### config.mk
export PLATFORM = sky130hd
export DESIGN_NAME = slvfifo_rd_engine
export DESIGN_NICKNAME = d
export VERILOG_FILES = /design/src/rtl/usbrx_pkg.sv /design/src/rtl/rx_flag_sync.sv /design/src/rtl/rx_phase_cnt.sv /design/src/rtl/rx_read_fsm.sv /design/src/rtl/slvfifo_rd_engine.sv
export SDC_FILE = /design/constraint.sdc
export NUM_CORES = 1
export LEC_CHECK = 0
export ABC_AREA = 1
export BUFFER_PORTS_ARGS = -buffer_cell sky130_fd_sc_hd__buf_2
export CAP_MARGIN = 20
export CORE_MARGIN = 8
export CORE_UTILIZATION = 40
export CTS_CLUSTER_DIAMETER = 80
export DETAILED_ROUTE_END_ITERATION = 16
export GPL_TIMING_DRIVEN = 0
export PLACE_DENSITY = 0.65
export SLEW_MARGIN = 20
export SYNTH_ARGS = -nofsm -noshare
export SYNTH_HDL_FRONTEND = slang
export SYNTH_HIERARCHICAL = 1
export SYNTH_SLANG_ARGS = --single-unit
export TNS_END_PERCENT = 5
### constraint.sdc
create_clock -name clk -period 2.05 [get_ports clk]
set_input_delay 0 -clock clk [delete_from_list [all_inputs] [get_ports clk]]
set_output_delay 0 -clock clk [all_outputs]
set_load 0.05 [all_outputs]
### src/rtl/usbrx_pkg.sv
// Package: shared types and constants of the slave-FIFO read engine.
// Assumes: included first in compile order.
package usbrx_pkg;

    // Read engine phases
    typedef enum logic [2:0] {
        ST_IDLE  = 3'd0,
        ST_REQ   = 3'd1,
        ST_SETUP = 3'd2,
        ST_LOW   = 3'd3,
        ST_REL   = 3'd4
    } rd_state_t;

    // Address that selects the downstream endpoint on the slave FIFO
    localparam logic [1:0] EP_DOWN_ADDR = 2'b00;

endpackage

### src/rtl/rx_flag_sync.sv
// Module: rx_flag_sync
// Brings an asynchronous level flag into the clk domain through a chain
// of STAGES flops. Resets to 0 (the safe "endpoint empty" reading).
// Assumes: the flag is a level that stays stable for several clocks.
module rx_flag_sync #(
    parameter int STAGES = 2
) (
    input  logic clk,
    input  logic rst_n,
    input  logic async_in,
    output logic sync_out
);

    logic [STAGES-1:0] chain;

    // Shift the flag through the synchroniser chain
    always_ff @(posedge clk) begin
        if (!rst_n) begin
            chain <= '0;
        end else begin
            chain <= {chain[STAGES-2:0], async_in};
        end
    end

    assign sync_out = chain[STAGES-1];

endmodule

### src/rtl/rx_phase_cnt.sv
// Module: rx_phase_cnt
// Counts ticks within one engine phase. Clearing takes priority over
// stepping, so a phase always starts from zero.
// Assumes: the owner clears it on every phase change.
module rx_phase_cnt #(
    parameter int W = 2
) (
    input  logic         clk,
    input  logic         rst_n,
    input  logic         clr,
    input  logic         step,
    output logic [W-1:0] cnt
);

    // Tick counter with synchronous clear
    always_ff @(posedge clk) begin
        if (!rst_n) begin
            cnt <= '0;
        end else if (clr) begin
            cnt <= '0;
        end else if (step) begin
            cnt <= cnt + 1'b1;
        end
    end

endmodule

### src/rtl/rx_read_fsm.sv
// Module: rx_read_fsm
// Sequences one slave-FIFO read at a time:
//   request the bus, wait one address-setup tick, hold the strobes low for
//   LOW_TICKS ticks (capturing the data bus after half of them), then hold
//   the strobes high for REL_TICKS ticks before deciding on the next byte.
// Assumes: flag_ok is already synchronised; bus_gnt stays high while
// bus_req is high; LOW_TICKS is even and at least 2; REL_TICKS >= 1.
module rx_read_fsm
    import usbrx_pkg::*;
#(
    parameter int LOW_TICKS = 2,
    parameter int REL_TICKS = 2,
    parameter int DW        = 8
) (
    input  logic          clk,
    input  logic          rst_n,
    input  logic          tick,
    input  logic          flag_ok,
    input  logic          rxq_full,
    input  logic          bus_gnt,
    input  logic [DW-1:0] data_in,
    output logic          bus_req,
    output logic          strobe_n,
    output logic          rxq_wr,
    output logic [DW-1:0] rxq_data
);

    localparam int MAXP    = (LOW_TICKS > REL_TICKS) ? LOW_TICKS : REL_TICKS;
    localparam int CW      = $clog2(MAXP) + 1;
    localparam int HALF    = LOW_TICKS / 2;
    localparam logic [CW-1:0] LOW_LAST  = CW'(LOW_TICKS - 1);
    localparam logic [CW-1:0] REL_LAST  = CW'(REL_TICKS - 1);
    localparam logic [CW-1:0] HALF_LAST = CW'(HALF - 1);

    rd_state_t     state, state_nx;
    logic [CW-1:0] ph_cnt;
    logic          go_ok;
    logic          sample;

    assign go_ok  = flag_ok && !rxq_full;
    assign sample = tick && (state == ST_LOW) && (ph_cnt == HALF_LAST);

    // Phase tick counter, restarted on every state change
    rx_phase_cnt #(.W(CW)) u_phase (
        .clk  (clk),
        .rst_n(rst_n),
        .clr  (tick && (state_nx != state)),
        .step (tick),
        .cnt  (ph_cnt)
    );

    // Next-state decision, evaluated only on divider ticks
    always_comb begin
        state_nx = state;
        if (tick) begin
            unique case (state)
                ST_IDLE:  if (go_ok) state_nx = ST_REQ;
                ST_REQ: begin
                    if (!go_ok)       state_nx = ST_IDLE;
                    else if (bus_gnt) state_nx = ST_SETUP;
                end
                ST_SETUP: state_nx = (go_ok && bus_gnt) ? ST_LOW : ST_IDLE;
                ST_LOW:   if (ph_cnt == LOW_LAST) state_nx = ST_REL;
                ST_REL: begin
                    if (ph_cnt == REL_LAST)
                        state_nx = (go_ok && bus_gnt) ? ST_LOW : ST_IDLE;
                end
                default:  state_nx = ST_IDLE;
            endcase
        end
    end

    // State register
    always_ff @(posedge clk) begin
        if (!rst_n) state <= ST_IDLE;
        else        state <= state_nx;
    end

    // Capture the data bus mid-strobe and pulse the queue write
    always_ff @(posedge clk) begin
        if (!rst_n) begin
            rxq_wr   <= 1'b0;
            rxq_data <= '0;
        end else begin
            rxq_wr <= sample;
            if (sample) rxq_data <= data_in;
        end
    end

    assign strobe_n = (state != ST_LOW);
    assign bus_req  = (state != ST_IDLE);

    // A low phase only opens on a non-empty synchronised flag
    p_no_read_empty_r2: assert property (@(posedge clk) disable iff (!rst_n)
        $fell(strobe_n) |-> $past(flag_ok));

    // A low phase never opens while the receive queue is full
    p_no_read_full_r3: assert property (@(posedge clk) disable iff (!rst_n)
        $fell(strobe_n) |-> !$past(rxq_full));

    // The queue write lands while the strobes are still low
    p_push_in_low_r7: assert property (@(posedge clk) disable iff (!rst_n)
        rxq_wr |-> !strobe_n);

endmodule

### src/rtl/slvfifo_rd_engine.sv
// Module: slvfifo_rd_engine (top)
// Drains the downstream endpoint of an asynchronous slave-FIFO USB
// controller into an internal receive queue. It synchronises the empty
// flag, arbitrates for the shared pins, and drives paired active-low
// output-enable and read strobes paced by the divider tick.
// Assumes: data pins are inputs only here; the endpoint address is fixed.
module slvfifo_rd_engine
    import usbrx_pkg::*;
#(
    parameter int LOW_TICKS   = 2,
    parameter int REL_TICKS   = 2,
    parameter int SYNC_STAGES = 2,
    parameter int DW          = 8
) (
    input  logic          clk,
    input  logic          rst_n,
    input  logic          tick,
    input  logic          ep_empty_n,
    input  logic          bus_gnt,
    input  logic [DW-1:0] data_in,
    input  logic          rxq_full,
    output logic          bus_req,
    output logic [1:0]    fifo_addr,
    output logic          oe_n,
    output logic          rd_n,
    output logic          rxq_wr,
    output logic [DW-1:0] rxq_data
);

    logic flag_ok;
    logic strobe_n;

    // Empty flag into the clock domain
    rx_flag_sync #(.STAGES(SYNC_STAGES)) u_sync (
        .clk     (clk),
        .rst_n   (rst_n),
        .async_in(ep_empty_n),
        .sync_out(flag_ok)
    );

    // Read sequencer
    rx_read_fsm #(
        .LOW_TICKS(LOW_TICKS),
        .REL_TICKS(REL_TICKS),
        .DW       (DW)
    ) u_fsm (
        .clk     (clk),
        .rst_n   (rst_n),
        .tick    (tick),
        .flag_ok (flag_ok),
        .rxq_full(rxq_full),
        .bus_gnt (bus_gnt),
        .data_in (data_in),
        .bus_req (bus_req),
        .strobe_n(strobe_n),
        .rxq_wr  (rxq_wr),
        .rxq_data(rxq_data)
    );

    assign fifo_addr = EP_DOWN_ADDR;
    assign oe_n      = strobe_n;
    assign rd_n      = strobe_n;

    // Strobes are low only while this engine owns the bus
    p_grant_held_r4: assert property (@(posedge clk) disable iff (!rst_n)
        !rd_n |-> (bus_req && bus_gnt));

    // Strobe edges follow a divider tick
    p_paced_r9: assert property (@(posedge clk) disable iff (!rst_n)
        !$stable(rd_n) |-> $past(tick));

    // A strobe never falls without a grant seen on the previous edge
    p_setup_r5: assert property (@(posedge clk) disable iff (!rst_n)
        $fell(rd_n) |-> $past(bus_gnt));

endmodule

## Word level (Yosys, flattened, before mapping)

Cells that the tools add are included.

| word-level totals | value |
|---|---|
| bits in registers | 16 |
| logic and storage cells | 32 |
| input port bits | 14 |
| output and inout port bits | 14 |

| cells by class | value |
|---|---|
| bitwise gates (word level) | 1 |
| multiplexer cells | 8 |
| add/subtract/negate cells | 1 |
| reduce and logical (&&, ||, !) cells | 10 |
| equality and inequality tests | 7 |

Operators with widths:

| operator | count |
|---|---|
| two-way mux 3 bit | 6 |
| one-hot mux 3 bit (5 select lines) | 1 |
| equality test 3 x 2 -> 1 bit (second input constant) | 2 |
| logical AND 1 bit | 5 |
| equality test 3 x 1 -> 1 bit (second input constant) | 1 |
| equality test 3 bit (second input constant) | 1 |
| logical NOT 3 bit | 1 |
| inequality test 3 x 2 -> 1 bit (second input constant) | 1 |
| inequality test 3 bit | 1 |
| nonzero test 3 bit | 1 |
| adder 2 x 1 -> 2 bit (second input constant) | 1 |
| equality test 2 x 1 -> 1 bit (second input constant) | 1 |
| logical NOT 2 bit | 1 |
| two-way mux 2 bit | 1 |
| OR reduction 2 bit | 1 |
| logical NOT 1 bit | 1 |
| inverter 1 bit | 1 |

## Logic depth before layout (Yosys ltp)

| depth | value |
|---|---|
| depth in word-level cells | 10 |
| gate-level depth with buffers | 14 |
| depth with buffers taken out | 14 |

## By module

The synthesis kept the hierarchy.

By module, submodules not included:

| module | cells an instance | area an instance (µm²) | instances |
|---|---|---|---|
| rx_read_fsm | 108 | 678.2 | 1 |
| rx_phase_cnt | 15 | 101.3 | 1 |
| rx_flag_sync | 6 | 55.1 | 1 |
| slvfifo_rd_engine | 4 | 26.3 | 1 |

## Worst setup path after synthesis

No wires, ideal clock.

| timing | value |
|---|---|
| path kind | register -> register |
| from | register u_fsm.state[1] |
| to | register u_fsm.u_phase.cnt[0] |
| data arrival time | 1.472 ns |
| path buffers | 0 |
| required time | 1.988 ns |
| path slack | 0.516 ns |
| stages on the path, launching flop included | 13 |
| clock period less this slack | 1.534 ns |
| cell sequence | dfxtp_1 inv_2 nor2_4 nand2_2 nand3_1 nand2_1 nand2_1 nand2_1 nor2_1 nand2_1 nor2_4 nand2_1 nor2_2 |

| on the way | value |
|---|---|
| word-level cells in the longest chain between the ends | 7 |
| elaborated cells on any way between the ends | 15 |

RTL lines:

| element | line | source |
|---|---|---|
| start: declaration | rx_read_fsm.sv:35 | `rd_state_t state, state_nx;` |
| start signal: assignment | rx_read_fsm.sv:76 | `else state <= state_nx;` |
| two-way mux 3 bit | rx_read_fsm.sv:60 | `else if (bus_gnt) state_nx = ST_SETUP;` |
| two-way mux 3 bit | rx_read_fsm.sv:59 | `if (!go_ok) state_nx = ST_IDLE;` |
| one-hot mux 3 bit (5 select lines) | rx_read_fsm.sv:56 | `unique case (state)` |
| two-way mux 3 bit | rx_read_fsm.sv:55 | `if (tick) begin` |
| inequality test 3 bit (*) | rx_read_fsm.sv:47 | `.clr (tick && (state_nx != state)),` |
| logical AND 1 bit (*) | rx_read_fsm.sv:47 |  |
| OR reduction 2 bit (no line) (*) | - |  |
| end signal: assignment | rx_phase_cnt.sv:22 | `cnt <= cnt + 1'b1;` |
| end: declaration | rx_phase_cnt.sv:12 | `output logic [W-1:0] cnt` |

Every way passes the cells marked *; elsewhere a longest branch is shown, timed or not.
A chain may end at the register's enable or synchronous reset.

## Worst setup path in the final report

| timing | value |
|---|---|
| from | register u_fsm.u_phase.cnt[0] |
| to | register u_fsm.u_phase.cnt[1] |

| on the way | value |
|---|---|
| word-level cells in the longest chain between the ends | 7 |
| elaborated cells on any way between the ends | 9 |

RTL lines:

| element | line |
|---|---|
| equality test 2 x 1 -> 1 bit | rx_read_fsm.sv:63, rx_read_fsm.sv:65 |
| two-way mux 3 bit (on tied branches) | rx_read_fsm.sv:65, rx_read_fsm.sv:63 |
| one-hot mux 3 bit (5 select lines) | rx_read_fsm.sv:56 |
| two-way mux 3 bit | rx_read_fsm.sv:55 |
| inequality test 3 bit | rx_read_fsm.sv:47 |
| logical AND 1 bit | rx_read_fsm.sv:47 |
| OR reduction 2 bit (no line) | - |

Parallel ways exist; a longest one is shown, timed or not.

==> metrics.md <==
| Metric | Value |
|---|---|
| Final Max Slew Viols | `0` |
| GR met1 Demand/Resource | `10.4%` |
| GR peak layer | `met2` |
| Crit path cell chain | `nand2_1, nand2_1, nand3_1, nand2_1, nand2_1, nand2_1, nand2_1, nor2_1, nand2_1, nor2_4, nand2_1, nor2_1` |
| Global Route met3 Usage | `4.84%` |
| Synth Cell Area | `861 um^2` |
| Rows | `16` |
| Top-area cell type share of the netlist area | `37.2%` |
| Crit path max-delay family | `simple AND/OR/NAND/NOR gates` |
| Routed Antenna Nets | `0` |
| Hold Crit Class | `in2reg` |
| P per Cell Area | `529 mW/mm^2` |
| Residual DRC | `0` |
| DR vias | `885` |
| Layout fillers | `199` |
| Post-CTS Setup Bufs | `0` |
| Max-Cap Viols | `0` |
| Largest cells by area after synthesis | `dfxtp_1 (37%), nand2_1 (13%), nor2_1 (12%)` |
| Wire per inst | `10.3 um` |
| Die area | `0.00389 mm^2` |
| Most common cell on crit path | `nand2_1` |
| Total gr overflow | `0` |
| # port buffers | `25` |
| Clock Pin Slew Worst Setup and Hold Paths | `0.08 ns` |
| Avg Inst Size Synth | `6.47 um^2` |
| Worst VDD drop | `0.000443 V` |
| Cts hold-fix bufs | `8` |
| CTS resizes | `0` |
| Register share of total power | `55.3%` |
| Worst Hold End | `u_fsm/rxq_data[5]` |
| Final min period | `1.51 ns` |
| Nets | `186` |
| Largest net degree at the start of global routing | `13` |
| Worst Path Required | `2.26 ns` |
| Internal power | `433 uW` |
| Switching power total | `162 uW` |
| Register area share after synthesis | `37.2%` |
| RSZ-0062 raised after global routing | `no` |
| Met2 Use GR | `18.8%` |
| Fmax | `662 MHz` |
| Fin. Hold Viols | `0` |
| Power share of the combinational group | `18.9%` |
| Startpoint types | `flip-flop` |
| Final period util | `73.7%` |
| Synth warnings | `6` |
| Reg2reg setup slack | `0.54 ns` |
| Sum Neg Setup Slack | `0 ns` |
| CP max stage cell | `dfxtp_1` |
| Layout cells sized above 1 | `27.6%` |
| Lkg Pwr | `0.585 nW` |
| Distinct cells, synth | `19` |
| Total Wirelength | `2030 um` |
| FF-to-FF Start | `u_fsm/u_phase/cnt[0]` |
| Initial core utilization | `43.0%` |
| Clk buf depth | `2` |
| Area growth, synth to finish | `30.8%` |
| Fin Clk Skew | `0.00556 ns` |
| Vias in the first global route | `909` |
| Antenna violations before repair | `0` |
| N_diodes | `0` |
| Critical path class | `reg2reg` |
| Synth Instances | `133` |
| DIE HEIGHT | `62.4 um` |
| CTS sink count | `16` |
| Root Buffer Master | `clkbuf_4` |
| R2R depth | `12` |
| GRT Resource Usage Total | `10.6%` |
| Number of H-tree levels | `1` |
| FF+latch count, synth | `16` |
| Clock Power Share | `25.8%` |
| HPWL Detailed | `1480 um` |
| Hold_sp | `data_in[5]` |
| Vias per cell | `4.49` |
| Worst Path Arrival | `1.72 ns` |
| RR Endpoint | `u_fsm/u_phase/cnt[1]` |
| Chip width | `62.4 um` |
| Clock latency at the later pin of the worst-skew pair | `0.27 ns` |
| Global placer's final weighted congestion | `0.828` |
| Hold depth | `3` |
| Status | `finished, final reports clean` |
| CORE AREA | `0.00200 mm^2` |
| Hold slack final | `0.0127 ns` |
| Endpoints failing setup | `0` |
| Pre-antenna DRT Iters | `4` |
| CP max stage delay | `0.45 ns` |
| CP endpoint kind | `flip-flop` |
| Critical path buffers and inverters | `0` |
| CP Max Fanout | `7` |
| Drt initial violations | `19` |
| Boundary pin count | `28` |
| Synth area leader | `dfxtp_1` |
| First-pass GRT wire length | `3580 um` |
| CTS Buf Count | `3` |
| Switching Share | `27.3%` |
| TritonCTS clock tree | `built` |
==> routing by layer <==
layer	vias up	wire, um
met5	-	0
met4	0	12
met3	2	225
met2	30	957
met1	379	831
li1	474	-
==> kinds of logic after synthesis <==
family	Yosys count	synth area share [%]
buffers and inverters	25	13.2
flip-flops	16	37.2
AO/OA/AOI/OAI	13	7.56
AND/OR/NAND/NOR	78	41.6
other	1	0.436
==> cell usage in the layout, fill, tap and decap left out, types with 2 or more instances in the layout <==
| cell | synthesis | final |
|---|---|---|
| inv_2 | 2 | 2 |
| dlygate4sd3_1 | 0 | 8 |
| buf_2 | 0 | 25 |
| dfxtp_1 | 16 | 16 |
| nor2_4 | 2 | 2 |
| nand2_2 | 3 | 3 |
| o21ai_0 | 9 | 9 |
| nand3_1 | 9 | 9 |
| clkbuf_4 | 0 | 3 |
| nand3_2 | 2 | 2 |
| buf_4 | 3 | 3 |
| nor2_1 | 27 | 27 |
| nor2_2 | 4 | 4 |
| a21oi_1 | 4 | 4 |
| nand2_1 | 29 | 29 |
| inv_1 | 17 | 17 |
| conb_1 | 1 | 2 |
==> Yosys cell counts, drive strengths merged <==
cell type and n:
a21oi 4, buf 4, clkinv 2, conb 1
dfxtp 16, inv 19, nand2 32, nand3 11
nand4 1, nor2 33, nor3 1, o21ai 9
==> stage by stage <==
| stage | cells | setup WS, ns | power [mW] | cell area, um^2 | utilization (%) |
|---|---|---|---|---|---|
| global route | 197 | 0.308 | 0.634 | 1130 | 56.3 |
| finish | 197 | 0.539 | 0.596 | 1130 | 56.3 |
| detailed placement | 186 | 0.545 | 0.437 | 1020 | 51.1 |
| floorplan | 134 | 0.516 | 0.408 | 865 | - |
| global placement | 186 | 0.578 | 0.434 | 1020 | 51.1 |
| CTS | 197 | 0.524 | 0.604 | 1130 | 56.3 |
==> sequential cells by signal, summed over array words and instances, names as in the netlist <==
name	flops
u_fsm/rxq_data	8
u_fsm/state	3
u_fsm/u_phase/cnt	2
u_fsm/rxq_wr	1
u_sync/chain	2
==> worst max path at each step <==
stage                         startpoint                    to  slack, ns  cells after the start
finish              u_fsm/u_phase/cnt[0]  u_fsm/u_phase/cnt[1]       0.54                     12
floorplan                 u_fsm/state[1]  u_fsm/u_phase/cnt[0]       0.52                     12
global route        u_fsm/u_phase/cnt[0]  u_fsm/u_phase/cnt[1]       0.31                     12
CTS                 u_fsm/u_phase/cnt[0]  u_fsm/u_phase/cnt[1]       0.52                     12
detailed placement  u_fsm/u_phase/cnt[0]  u_fsm/u_phase/cnt[1]       0.54                     12
global placement    u_fsm/u_phase/cnt[0]  u_fsm/u_phase/cnt[1]       0.58                     12
==> cell type report <==
cell class	count	area [um^2]	area share, %
Multi-Input combinational cell	93	430	38.2
Buffer	4	33.8	3.00
Clock buffer	3	22.5	2.00
Timing Repair Buffer	33	205	18.2
Tap cell	27	33.8	3.00
Sequential cell	16	320	28.4
Inverter	21	80.1	7.11
==> worst reg2reg max path: stages (launching register included) <==
cell and delay, ns:
dfxtp_1 0.45, nand2_1 0.16, nand2_1 0.09, nand3_1 0.10
nand2_1 0.11, nand2_1 0.05, nand2_1 0.05, nand2_1 0.05
nor2_1 0.08, nand2_1 0.09, nor2_4 0.11, nand2_1 0.05
nor2_1 0.07
==> power by group through the flow <==
stage / Sequential [mW] / Combinational (mW) / Clock [mW]
CTS: 0.329 / 0.112 / 0.162
finish: 0.329 / 0.113 / 0.154
global route: 0.331 / 0.127 / 0.176
floorplan: 0.335 / 0.0731 / 0
detailed placement: 0.337 / 0.100 / 0
global placement: 0.336 / 0.0983 / 0
Note: power is estimated with default switching activity, not from simulation.
